--- config.mk ---
export PLATFORM = sky130hd
export DESIGN_NAME = iir4_cascade
export DESIGN_NICKNAME = d
export VERILOG_FILES = /design/src/rtl/iir4_pkg.sv /design/src/rtl/iir4_mac.sv /design/src/rtl/iir4_biquad.sv /design/src/rtl/iir4_cascade.sv
export SDC_FILE = /design/constraint.sdc
export NUM_CORES = 2
export LEC_CHECK = 0
export BUFFER_PORTS_ARGS = -buffer_cell sky130_fd_sc_hd__buf_2
export CORE_MARGIN = 2
export CORE_UTILIZATION = 45
export CTS_BUF_LIST = sky130_fd_sc_hd__clkbuf_8
export CTS_CLUSTER_SIZE = 28
export DETAILED_ROUTE_END_ITERATION = 12
export PLACE_DENSITY_LB_ADDON = 0.2
export SYNTH_ARGS = -nofsm -noshare
export SYNTH_HDL_FRONTEND = slang
export SYNTH_HIERARCHICAL = 1
export SYNTH_SLANG_ARGS = --single-unit
--- constraint.sdc ---
create_clock -name clk -period 33.4 [get_ports clk]
set_input_delay 1.67 -clock clk [delete_from_list [all_inputs] [get_ports clk]]
set_output_delay 1.67 -clock clk [all_outputs]
set_load 0.01 [all_outputs]
--- src/rtl/iir4_pkg.sv ---
package iir4_pkg;

  // Coefficient word: signed, IIR_CF fraction bits.
  localparam int unsigned IIR_CW = 10;
  localparam int unsigned IIR_CF = 8;

  // Default sample and result geometry.
  localparam int unsigned IIR_XW = 13;
  localparam int unsigned IIR_SW = 38;
  localparam int unsigned IIR_QF = 14;

  // Extra accumulator headroom for a sum of up to five products.
  localparam int unsigned IIR_GUARD = 3;

  typedef logic signed [IIR_CW-1:0] coef_t;

  typedef struct packed {
    coef_t b0;
    coef_t b1;
    coef_t b2;
    coef_t a1;
    coef_t a2;
  } biquad_coef_t;

endpackage

--- src/rtl/iir4_mac.sv ---
module iir4_mac
  import iir4_pkg::*;
#(
  parameter int unsigned NT  = 3,
  parameter int unsigned DW  = IIR_SW,
  parameter int unsigned AW  = IIR_SW + IIR_CW + IIR_GUARD,
  parameter bit          NEG = 1'b0,
  parameter coef_t       CO [NT] = '{default: '0}
) (
  input  logic signed [DW-1:0] d   [NT],
  output logic signed [AW-1:0] sum
);

  logic signed [AW-1:0] prod [NT];

  for (genvar i = 0; i < NT; i++) begin : g_tap
    assign prod[i] = AW'(d[i]) * AW'(CO[i]);
  end

  always_comb begin
    sum = '0;
    for (int i = 0; i < NT; i++) begin
      if (NEG) sum = sum - prod[i];
      else     sum = sum + prod[i];
    end
  end

endmodule

--- src/rtl/iir4_biquad.sv ---
module iir4_biquad
  import iir4_pkg::*;
#(
  parameter int unsigned  DW = IIR_SW,
  parameter int unsigned  CF = IIR_CF,
  parameter biquad_coef_t C  = '0
) (
  input  logic                 clk,
  input  logic                 rst,
  input  logic                 en,
  input  logic signed [DW-1:0] x_in,
  output logic signed [DW-1:0] y_now,
  output logic signed [DW-1:0] y_reg
);

  localparam int unsigned AW = DW + IIR_CW + IIR_GUARD;
  localparam coef_t FF_CO [3] = '{C.b0, C.b1, C.b2};
  localparam coef_t FB_CO [2] = '{C.a1, C.a2};

  logic signed [DW-1:0] x_d1, x_d2, y_d1;
  logic signed [AW-1:0] fb_q;
  logic signed [AW-1:0] ff_sum, fb_sum, acc;
  logic signed [DW-1:0] ff_in [3];
  logic signed [DW-1:0] fb_in [2];

  assign ff_in[0] = x_in;
  assign ff_in[1] = x_d1;
  assign ff_in[2] = x_d2;

  iir4_mac #(.NT(3), .DW(DW), .AW(AW), .NEG(1'b0), .CO(FF_CO)) u_ff (
    .d   (ff_in),
    .sum (ff_sum)
  );

  // Feedback for the next sample, from the fresh output and the last one.
  assign fb_in[0] = y_now;
  assign fb_in[1] = y_d1;

  iir4_mac #(.NT(2), .DW(DW), .AW(AW), .NEG(1'b1), .CO(FB_CO)) u_fb (
    .d   (fb_in),
    .sum (fb_sum)
  );

  assign acc   = ff_sum + fb_q;
  assign y_now = DW'(acc >>> CF);
  assign y_reg = y_d1;

  always_ff @(posedge clk) begin
    if (rst) begin
      x_d1 <= '0;
      x_d2 <= '0;
      y_d1 <= '0;
      fb_q <= '0;
    end else if (en) begin
      x_d1 <= x_in;
      x_d2 <= x_d1;
      y_d1 <= y_now;
      fb_q <= fb_sum;
    end
  end

endmodule

--- src/rtl/iir4_cascade.sv ---
module iir4_cascade
  import iir4_pkg::*;
#(
  parameter int unsigned  XW   = IIR_XW,
  parameter int unsigned  S1W  = IIR_SW,
  parameter int unsigned  SW   = IIR_SW,
  parameter int unsigned  QF   = IIR_QF,
  parameter int unsigned  CF   = IIR_CF,
  parameter biquad_coef_t SEC1 = '{b0: 10'sd16, b1: 10'sd32, b2: 10'sd16,
                                   a1: -10'sd359, a2: 10'sd164},
  parameter biquad_coef_t SEC2 = '{b0: 10'sd10, b1: 10'sd20, b2: 10'sd10,
                                   a1: -10'sd342, a2: 10'sd125}
) (
  input  logic                 clk,
  input  logic                 rst,
  input  logic                 clken,
  input  logic signed [XW-1:0] x_in,
  output logic signed [SW-1:0] y_out
);

  logic signed [S1W-1:0] s1_in, s1_now, s1_reg;
  logic signed [SW-1:0]  s2_in, s2_now, s2_reg;

  assign s1_in = S1W'(x_in) <<< QF;

  iir4_biquad #(.DW(S1W), .CF(CF), .C(SEC1)) u_sec1 (
    .clk   (clk),
    .rst   (rst),
    .en    (clken),
    .x_in  (s1_in),
    .y_now (s1_now),
    .y_reg (s1_reg)
  );

  // Full-width hand-off: sign-extend into the second section's word.
  if (SW > S1W) begin : g_widen
    assign s2_in = SW'(s1_now);
  end else begin : g_same
    assign s2_in = s1_now;
  end

  iir4_biquad #(.DW(SW), .CF(CF), .C(SEC2)) u_sec2 (
    .clk   (clk),
    .rst   (rst),
    .en    (clken),
    .x_in  (s2_in),
    .y_now (s2_now),
    .y_reg (s2_reg)
  );

  assign y_out = s2_reg;

endmodule

Yosys cells after proc, flatten, opt, wreduce, memory -nomap -nowiden
Cells that the tools add are included.

cells by class
  $mul = 7
  add/sub/neg operators = 10

operators by type and width
  cell                      count
  $mul A38 B4 Y42 const B   3
  $sub A1 B46 Y46 const A   2
  $sub A46 B46 Y46          2
  $add A34 B46 Y46          1
  $add A45 B43 Y46          1
  $add A46 B46 Y46          1
  $mul A38 B10 Y46 const B  1
  $mul A38 B8 Y46 const B   1
  $add A43 B44 Y45          1
  $mul A38 B9 Y45 const B   1
  $mul A38 B7 Y44 const B   1
  $add A33 B31 Y34          1
  $add A31 B32 Y33          1

word-level totals
  input bits = 16
  word-level logic and storage cells = 24
  register bits after elaboration = 232
  output and inout port bits = 38

Logic depth before layout (Yosys ltp)
  depth in word-level cells = 10
  mapped depth = 85

By module
The synthesis kept the hierarchy.

by module, submodules not included
  module                  area an instance (µm²)  instances  cells each
  iir4_mac (u_sec2.u_fb)  17510.5                 1          1935
  iir4_biquad             7886.3                  2          843
  iir4_mac (u_sec1.u_fb)  13251.5                 1          1466
  iir4_mac (u_sec2.u_ff)  10767.8                 1          1385
  iir4_mac (u_sec1.u_ff)  3235.6                  1          378
  iir4_cascade            3.8                     1          1

Worst setup path before layout
No wires, ideal clock.

  kind = input to register
  start = input x_in[4]
  end = register u_sec2.fb_q[43]
  slack = 15.327 ns
  stages on the path = 75
  buffers on the path = 5
  setup time = 0.128 ns
  data arrival time = 17.946 ns
  cell sequence = fa_1 ha_1 a21oi_1 o21ai_0 nor2_1 o21a_1 o21ba_2 o21ai_1 xor2_1 ha_1 clkbuf_1 a21o_1 a21o_1 a21oi_1 o2111ai_2 o21ai_4 o21ai_0 xnor2_1 [... 39 more ...] a21o_1 a21o_1 a21o_1 a31oi_2 xnor2_1 ha_1 fa_1 fa_1 fa_1 inv_1 ha_1 clkbuf_1 a21oi_1 nand3_1 a21o_1 and3_1 mux2i_1 nor2_1

between the ends
  word-level cells in the longest chain between the ends = 10

ends and longest elaborated chain
  what                         RTL line            RTL
  from (decl)                  iir4_cascade.sv:17  input logic signed [XW-1:0] x_in,
  $add A31 B32 Y33             iir4_mac.sv:24      else sum = sum + prod[i];
  $add A33 B31 Y34             iir4_mac.sv:24
  named net u_sec1.ff_sum[31]  iir4_biquad.sv:22   logic signed [AW-1:0] ff_sum, fb_sum, acc;
  $add A34 B46 Y46             iir4_biquad.sv:44   assign acc = ff_sum + fb_q;
  named net s1_now[28]         iir4_cascade.sv:21  logic signed [S1W-1:0] s1_in, s1_now, s1_reg;
  $mul A38 B4 Y42              iir4_mac.sv:17      assign prod[i] = AW'(d[i]) * AW'(CO[i]);
  $add A43 B44 Y45             iir4_mac.sv:24
  $add A45 B43 Y46             iir4_mac.sv:24
  named net u_sec2.ff_sum[37]  iir4_biquad.sv:22
  $add A46 B46 Y46             iir4_biquad.sv:44
  named net s2_now[37]         iir4_cascade.sv:22  logic signed [SW-1:0] s2_in, s2_now, s2_reg;
  $mul A38 B9 Y45              iir4_mac.sv:17
  $sub A1 B46 Y46              iir4_mac.sv:23      if (NEG) sum = sum - prod[i];
  $sub A46 B46 Y46             iir4_mac.sv:23
  named net u_sec2.fb_sum[43]  iir4_biquad.sv:22
  to (signal assigned)         iir4_biquad.sv:58   fb_q <= fb_sum;
  to (decl)                    iir4_biquad.sv:21   logic signed [AW-1:0] fb_q;

The timed path passes the listed nets, and every way through them passes these cells.
A chain may end at the register's enable or synchronous reset.

Final worst setup path
  start = input x_in[0]
  end = register u_sec2.fb_q[36]

Same word-level chain as after synthesis.

==> metrics.txt <==
Worst setup EP type=flip-flop; via count of the first global-routing pass=47992; crit path max fanout=9; DP Worst Slack=between 10 and 15 ns; cells after synthesis=6660; number of sinks driven by the clock tree=320; clock transition at the registers of the reported paths=approximately 0.05 ns; effective utilization at floorplan=45.2%; HPWL after detailed placement=122 mm; Total Routed Length=147 mm; pin count of the biggest net entering global routing=~160; wire length of the first global-routing pass=roughly 240 mm; # fillers=12859; category of cells accounting for the largest share of critical-path delay=adder cells; total I/O pin count=54; count of warnings emitted by yosys=6; CP max stage cell=sky130_fd_sc_hd__xnor2_1; Fmax=0.0486 GHz; Clock Tree Root=sky130_fd_sc_hd__clkbuf_8; CP peak stage delay=slightly above 0.8 ns; largest registers=u_sec1/fb_q: 46 flops, u_sec2/fb_q: 46 flops; number of gates given a new drive strength after cts=0; height of the chip=367 um; Port Buffer Count=between 50 and 60; Worst EP required=34.04 ns; number of nets with antenna violations after detailed routing=0; Most Frequent Cell on Critical Path=sky130_fd_sc_hd__ha_1; length of the first detailed-routing pass in iterations=8; number of slew-limit violations in the final report=0; global placement routability congestion=about 0.98; RSZ-0062 raised after global routing=no; relative area change from synthesis to final layout=6.16%; number of hold buffers added after CTS=0; worst endpoint data arrival time=21.20 ns; final sum of negative setup slack=0 ns; Final period util=between 60% and 70%; placement row count=around 130; leading cell type in the layout, fill and taps excluded=sky130_fd_sc_hd__ha_1; max-cap check violation count=0; initial antenna violation count=2; fin nets=8388; clock latency on the worst-skew pair=0.73 ns; count of vias placed by the detailed router=45416; drt via density=between 5 and 6; Min Clock Period, post-route=20.56 ns; fraction of layout cells with a size suffix above 1=4.99%; DRC Markers=0; type of origin of the critical path=input port; Post-Layout Inst Area=0.0628 sq mm; detailed router's first-iteration violation count=1845; CTS tree=built; critical setup path kind=in2reg; class of the most critical hold timing path=reg2reg; worst setup slack after layout=12.84 ns; result of the run=finished, final reports clean; buffer count from post-CTS setup fixing=0; instance area at placement=0.0613 sq mm; buffers from clock root to sink, at most=3; tightest slew margin relative to the limit=32.4%; synthesized area=about 0.06 sq mm; Core Region=0.131 sq mm; total congestion overflow after global routing=0; maximum clock skew at final layout=0.0500 ns; transition at the pin with the smallest max-transition slack=1.01 ns; Final Hold Fails=0; die width=367 um; TritonCTS buffer count=73; die area=0.134 sq mm; Setup Viol. Count Final=0; mean instance size in the synthesized netlist=8.88 sq um; Total Routing Usage GR=22.1%; deepest level of the CTS H-tree=3; wire length per cell after detailed routing=approximately 17 um; most frequent cells in the layout=sky130_fd_sc_hd__ha_1, sky130_fd_sc_hd__inv_1, sky130_fd_sc_hd__fa_1; buffers and inverters on the worst path=6
[layer usage]
layer | vias to the layer above | part of all wire [%] | track usage [%]
met1 | 21834 | 44 | 27.5
met5 | - | 0 | 0
met2 | 739 | 49 | 39.8
met3 | 283 | 2.8 | 2.28
met4 | 0 | 3.6 | 7.33
li1 | 22560 | - | -
[tightest hold or removal path, stage by stage (launching register included)]
cell	delay, ns
sky130_fd_sc_hd__dfxtp_1	0.32
sky130_fd_sc_hd__mux2i_1	0.06
sky130_fd_sc_hd__nor2_1	0.07
[per-stage QoR]
| step | hold slack, ns | std cells | utilization [%] |
|---|---|---|---|
| CTS | 0.505 | 8469 | 48.0 |
| floorplan | 0.460 | 6690 | - |
| detailed placement | 0.490 | 8340 | 46.8 |
| finish | 0.498 | 8471 | 48.0 |
| global placement | 0.477 | 8340 | 46.8 |
| global route | 0.528 | 8470 | 48.0 |
[final timing paths]
path,startpoint,to,slack (ns),depth (start not counted)
max,x_in[0],u_sec2/fb_q[36],12.84,68
min reg2reg,u_sec1/fb_q[24],u_sec1/fb_q[24],0.50,2
max reg2reg,u_sec1/x_d1[8],u_sec2/fb_q[36],13.04,69
min,u_sec1/fb_q[24],u_sec1/fb_q[24],0.50,2
[area by class of cell]
type / instances / area, sq um / share of cell area, %
Multi-Input combinational cell: 5115 / 48100 / 76.5
Inverter: 1049 / 3940 / 6.27
Clock inverter: 39 / 317 / 0.504
Clock buffer: 90 / 1240 / 1.97
Tap cell: 1755 / 2200 / 3.50
Timing Repair Buffer: 101 / 658 / 1.05
Sequential cell: 320 / 6410 / 10.2
Antenna cell: 2 / 5.00 / 0.00797
Power is left out: the tool's default activity adds up to more than one toggle a clock period on the data nets, which glitch-free logic cannot reach.
